$ cat config.mk
export PLATFORM = sky130hd
export DESIGN_NAME = xtbus_unpacker
export DESIGN_NICKNAME = d
export VERILOG_FILES = /design/src/rtl/xtbus_pkg.sv /design/src/rtl/xtbus_seg_decode.sv /design/src/rtl/xtbus_compact.sv /design/src/rtl/xtbus_unpacker.sv
export SDC_FILE = /design/constraint.sdc
export NUM_CORES = 1
export LEC_CHECK = 0
export CAP_MARGIN = 15
export CORE_AREA = 3 3 174 91
export CTS_CLUSTER_DIAMETER = 80
export CTS_CLUSTER_SIZE = 14
export DETAILED_ROUTE_END_ITERATION = 6
export DIE_AREA = 0 0 177 94
export PLACE_DENSITY = 0.9
export SYNTH_ARGS = -nofsm -noshare
export SYNTH_HDL_FRONTEND = slang
export SYNTH_SLANG_ARGS = --single-unit
$ cat constraint.sdc
create_clock -name clk -period 3.24 [get_ports clk]
set_input_delay 0.648 -clock clk [delete_from_list [all_inputs] [get_ports clk]]
set_output_delay 0.648 -clock clk [all_outputs]
set_load 0.05 [all_outputs]
$ cat src/rtl/xtbus_pkg.sv
package xtbus_pkg;

    localparam int CH_N   = 4;
    localparam int CH_W   = 32;
    localparam int STRIDE = CH_W + 2;
    localparam int BUS_W  = CH_N * CH_W + 2 * (CH_N - 1) + 1;
    localparam int CNT_W  = $clog2(CH_N + 1);
    localparam int OUT_W  = CH_N * CH_W;

    typedef enum logic [1:0] {
        SEG_IDLE = 2'd0,
        SEG_DATA = 2'd1,
        SEG_BAD  = 2'd2
    } seg_kind_e;

    typedef struct packed {
        seg_kind_e         kind;
        logic [CH_W-1:0]   word;
    } seg_t;

    typedef struct packed {
        logic              vld;
        logic [CNT_W-1:0]  cnt;
        logic [OUT_W-1:0]  data;
        logic              err;
    } push_t;

    // Lowest bus bit of channel k; channel 0 sits at the top of the bus.
    function automatic int ch_lsb(input int k);
        return BUS_W - k * STRIDE - CH_W;
    endfunction

    // Bits belonging to slots below the count.
    function automatic logic [OUT_W-1:0] used_mask(input logic [CNT_W-1:0] n);
        logic [OUT_W-1:0] m;
        m = '0;
        for (int s = 0; s < CH_N; s++) begin
            if (s < int'(n)) m[s*CH_W +: CH_W] = '1;
        end
        return m;
    endfunction

endpackage

$ cat src/rtl/xtbus_seg_decode.sv
module xtbus_seg_decode
    import xtbus_pkg::*;
#(
    parameter int N = CH_N,
    parameter int W = CH_W,
    parameter int BW = BUS_W
) (
    input  logic [BW-1:0]  bus_i,
    output seg_t [N-1:0]   seg_o
);

    for (genvar k = 0; k < N; k++) begin : g_ch
        localparam int LSB = BW - k * (W + 2) - W;
        assign seg_o[k].word = bus_i[LSB +: W];
        if (k < N - 1) begin : g_pair
            logic [1:0] code;
            assign code = {bus_i[LSB-1], bus_i[LSB-2]};
            always_comb begin
                case (code)
                    2'b10:   seg_o[k].kind = SEG_DATA;
                    2'b00:   seg_o[k].kind = SEG_IDLE;
                    default: seg_o[k].kind = SEG_BAD;
                endcase
            end
        end else begin : g_single
            assign seg_o[k].kind = bus_i[LSB-1] ? SEG_DATA : SEG_IDLE;
        end
    end

endmodule

$ cat src/rtl/xtbus_compact.sv
module xtbus_compact
    import xtbus_pkg::*;
#(
    parameter int N = CH_N,
    parameter int W = CH_W,
    parameter int CW = CNT_W
) (
    input  seg_t [N-1:0]   seg_i,
    output logic [N*W-1:0] words_o,
    output logic [CW-1:0]  cnt_o,
    output logic           err_o
);

    // Slot each channel would land in: number of data channels ahead of it.
    logic [CW-1:0] pos [N];

    always_comb begin
        logic [CW-1:0] run;
        run = '0;
        for (int c = 0; c < N; c++) begin
            pos[c] = run;
            if (seg_i[c].kind == SEG_DATA) run = run + 1'b1;
        end
        cnt_o = run;
    end

    always_comb begin
        words_o = '0;
        for (int s = 0; s < N; s++) begin
            for (int c = s; c < N; c++) begin
                if (seg_i[c].kind == SEG_DATA && int'(pos[c]) == s)
                    words_o[s*W +: W] = seg_i[c].word;
            end
        end
    end

    always_comb begin
        err_o = 1'b0;
        for (int c = 0; c < N; c++) begin
            if (seg_i[c].kind == SEG_BAD) err_o = 1'b1;
        end
    end

endmodule

$ cat src/rtl/xtbus_unpacker.sv
module xtbus_unpacker
    import xtbus_pkg::*;
#(
    parameter int ROOM_W = 8
) (
    input  logic               clk,
    input  logic               rst,
    input  logic [BUS_W-1:0]   bus_i,
    input  logic [ROOM_W-1:0]  q_room_i,
    output logic               stall_o,
    output logic               push_vld_o,
    output logic [CNT_W-1:0]   push_cnt_o,
    output logic [OUT_W-1:0]   push_data_o,
    output logic               proto_err_o
);

    localparam logic [ROOM_W-1:0] NEED = ROOM_W'(CH_N);

    seg_t [CH_N-1:0]   segs;
    logic [OUT_W-1:0]  words_c;
    logic [CNT_W-1:0]  cnt_c;
    logic              err_c;
    push_t             out_q;

    xtbus_seg_decode #(.N(CH_N), .W(CH_W), .BW(BUS_W)) u_dec (
        .bus_i (bus_i),
        .seg_o (segs)
    );

    xtbus_compact #(.N(CH_N), .W(CH_W), .CW(CNT_W)) u_pack (
        .seg_i   (segs),
        .words_o (words_c),
        .cnt_o   (cnt_c),
        .err_o   (err_c)
    );

    always_ff @(posedge clk) begin
        if (rst) begin
            out_q <= '0;
        end else begin
            out_q.vld  <= (cnt_c != '0);
            out_q.cnt  <= cnt_c;
            out_q.data <= words_c;
            out_q.err  <= err_c;
        end
    end

    assign stall_o     = (q_room_i < NEED);
    assign push_vld_o  = out_q.vld;
    assign push_cnt_o  = out_q.cnt;
    assign push_data_o = out_q.data;
    assign proto_err_o = out_q.err;

    AST_CNT_BOUND: assert property (@(posedge clk) disable iff (rst)
        push_cnt_o <= CNT_W'(CH_N));
    AST_SLOT_CLEAR: assert property (@(posedge clk) disable iff (rst)
        (push_data_o & ~used_mask(push_cnt_o)) == '0);
    AST_ERR_DROPS: assert property (@(posedge clk) disable iff (rst)
        proto_err_o |-> (push_cnt_o < CNT_W'(CH_N)));
    AST_NO_PUSH_WHEN_STALLED: assert property (@(posedge clk) disable iff (rst)
        push_vld_o |-> $past(!stall_o));
    AST_VLD_MATCHES_CNT: assert property (@(posedge clk) disable iff (rst)
        push_vld_o == (push_cnt_o != '0));

endmodule

==> results.json <==
{
  "regArea_sq_um": 2660,
  "seq_area_frac_synth": 0.454,
  "setup_tns_ps": 0,
  "first_global_vias": 6033,
  "crit_chain": "clkdlybuf4s50_1, or4_1, nor3_1, buf_12",
  "core_area_sq_um": 14400,
  "ys_ff_latch": 133,
  "die_y_um": 94,
  "yosys-top-cells-count": "133 x dfxtp_1, 98 x nand2_1, 35 x nor3_1",
  "wirelength_mm": 23.0,
  "report.final.slew_viol_count": 0,
  "synth_edf_count": 0,
  "rows": 31,
  "rsz0062_at_grt": "no",
  "cts_hold_buffers": 0,
  "grt_pass1_wl_mm": 34.0,
  "syn_avg_cell_area_sq_um": 9.70,
  "p_per_area_nw_per_um2": 497,
  "max_freq_ghz": 0.368,
  "crit_fanout": 1,
  "utilization": 0.651,
  "cts_max_level": 4,
  "wl_per_cell_um": 21.4,
  "worst_slew_pin_slew_ps": 665,
  "gp_congestion": 0.854,
  "critPathMaxStageDelay_ps": 530,
  "final_cell_area_sq_um": 9370,
  "yosysTopAreaCellShare": 0.454,
  "diodes": 0,
  "root_buffer": "clkbuf_16",
  "cts_sinks": 133,
  "place_inst": 1040,
  "cap_viol_max_count": 0,
  "seqPwrFrac": 0.372,
  "synth_top_area_cell": "dfxtp_1",
  "n_fill_cell": 1136,
  "die_area_sq_um": 16600,
  "crit_type": "in -> out",
  "async_flop_share": 0,
  "routed_via_density": 5.68,
  "vias": 6084,
  "synthToLayoutAreaGrowth_pct": 60.0,
  "swShare": 0.301,
  "post-route-period-util": 0.838,
  "p_leak_nw": 3.37,
  "worstPathArrival_ps": 2070,
  "crit_required_ps": 2590,
  "multi_input_area_sq_um": 2870,
  "pin_count": 279,
  "startpoint_type": "input pin",
  "ys.flop_type": "dfxtp_1",
  "hold_viol_final": 0,
  "cts_resized": 0,
  "clk_path_buf_depth": 2,
  "numCtsBuffers": 17,
  "dpl_cell_area_sq_um": 8810,
  "yosys_warnings": 0,
  "fp.dieW_um": 177,
  "period_needed_ps": 2720,
  "grt_max_degree": 65,
  "hpwl_mm": 16.0,
  "cpMaxStageDelayCell": "or4_1",
  "synth_area_sq_um": 5860,
  "initial_core_util": 0.407,
  "drive_gt1_frac": 0.125,
  "pwr-share-comb": 0.226,
  "setup_viol": 0,
  "drc": 0,
  "yosys.cell_types.count": 49,
  "clkPwrFrac": 0.402,
  "ant_nets": 0,
  "cts.clk_slew.worst_paths_ps": 60,
  "finalNonFillerCells": 1071,
  "grt_antenna_before_repair": 0,
  "syn_nets": 755,
  "vdd_drop_max_mv": 0.341,
  "cts_tree": "built",
  "p_int_mw": 3.26,
  "synth_most_common_cell": "dfxtp_1",
  "endpoint_kind": "primary output",
  "relSlewSlack": 0.557,
  "p_sw_mw": 1.40,
  "grt_overflow": 0,
  "status": "completed",
  "drt_iter0_drc": 493,
  "io_buffers": 276,
  "hp-class": "in -> reg",
  "drt_first_pass_iters": 5,
  "synthTopCellsByArea": "dfxtp_1 45%, a311oi_2 7.7%, nand2_1 6.3%",
  "layout.nets": 1012,
  "grt_usage": 0.265,
  "postSynthCellCount": 604,
  "cts_setup_buffers": 0
}
-- routing by layer --
| layer | vias up | part of all wire | GRT usage |
|---|---|---|---|
| met1 | 2944 | 0.40 | 0.319 |
| met5 | - | 0 | 0 |
| met4 | 0 | 0.031 | 0.112 |
| met2 | 338 | 0.50 | 0.457 |
| li1 | 2741 | - | - |
| met3 | 61 | 0.076 | 0.0642 |
-- through the flow --
stage	hold WS, ps	total power [mW]	worst slack, ps
finish	609	4.66	523
global route	608	4.79	469
CTS	585	4.66	514
detailed placement	972	2.81	134
global placement	998	2.79	185
floorplan	768	2.35	378
-- worst max-delay path: cells and delay by family --
family | cells | cell delay, ps
buf+inv | 2 | 590
simple gates | 2 | 830
-- path summary, 6_finish.rpt --
check	from	to	cells past startpoint
hold / removal	rst	push_cnt_o[2]	2
setup / recovery	q_room_i[4]	stall_o	4
-- final cells by class --
| cell class | count | area share |
|---|---|---|
| clock buffer | 20 | 0.0498 |
| clock inverter | 11 | 0.0107 |
| inverter | 5 | 0.00200 |
| multi-input combinational | 404 | 0.306 |
| sequential | 133 | 0.284 |
| tap | 198 | 0.0264 |
| timing repair buffer | 300 | 0.321 |
-- cells by family after synthesis --
group,share of synthesized area
simple gates,0.222
compound gates,0.247
flops,0.454
buf+inv,0.0609
fa+ha+maj,0.0128
xor+xnor,0.00150
mux,0.00171
-- flip-flops by register name (all words and copies together), names as in the netlist --
name and flops:
push_data_o 128, push_cnt_o 3, proto_err_o 1, push_vld_o 1
-- layout by cell type (no fill, tap or decap), drive strengths merged --
cell type      Yosys  layout
a21boi             1       1
a21oi              1       1
a22o              32      32
a2bb2oi            1       1
a311oi            32      32
a31o               1       1
a31oi              4       4
a32o              32      32
and2               1       1
and3              32      32
and4bb             2       2
buf               38      26
bufinv             0       1
clkbuf            24      20
clkdlybuf4s50      0     274
clkinv             0       5
clkinvlp           0       2
dfxtp            133     133
ha                 6       6
inv                5       8
mux2i              1       1
nand2             99      99
nand2b             5       5
nand3             34      34
nand3b             1       1
nor2               8       8
nor2b              2       2
nor3              36      36
nor3b              1       1
o211ai            32      32
o21ai              1       1
o22ai              1       1
o2bb2ai            2       2
o31ai              1       1
or2               33      33
or4                1       1
xnor2              1       1
-- power groups by stage --
stage / clock network, mW / logic (mW) / registers, mW
finish: 1.87 / 1.05 / 1.73
global route: 1.96 / 1.09 / 1.74
CTS: 1.88 / 1.05 / 1.74
detailed placement: 0 / 1.04 / 1.77
global placement: 0 / 1.02 / 1.77
floorplan: 0 / 0.304 / 2.04
(Power assumes the default switching activity.)
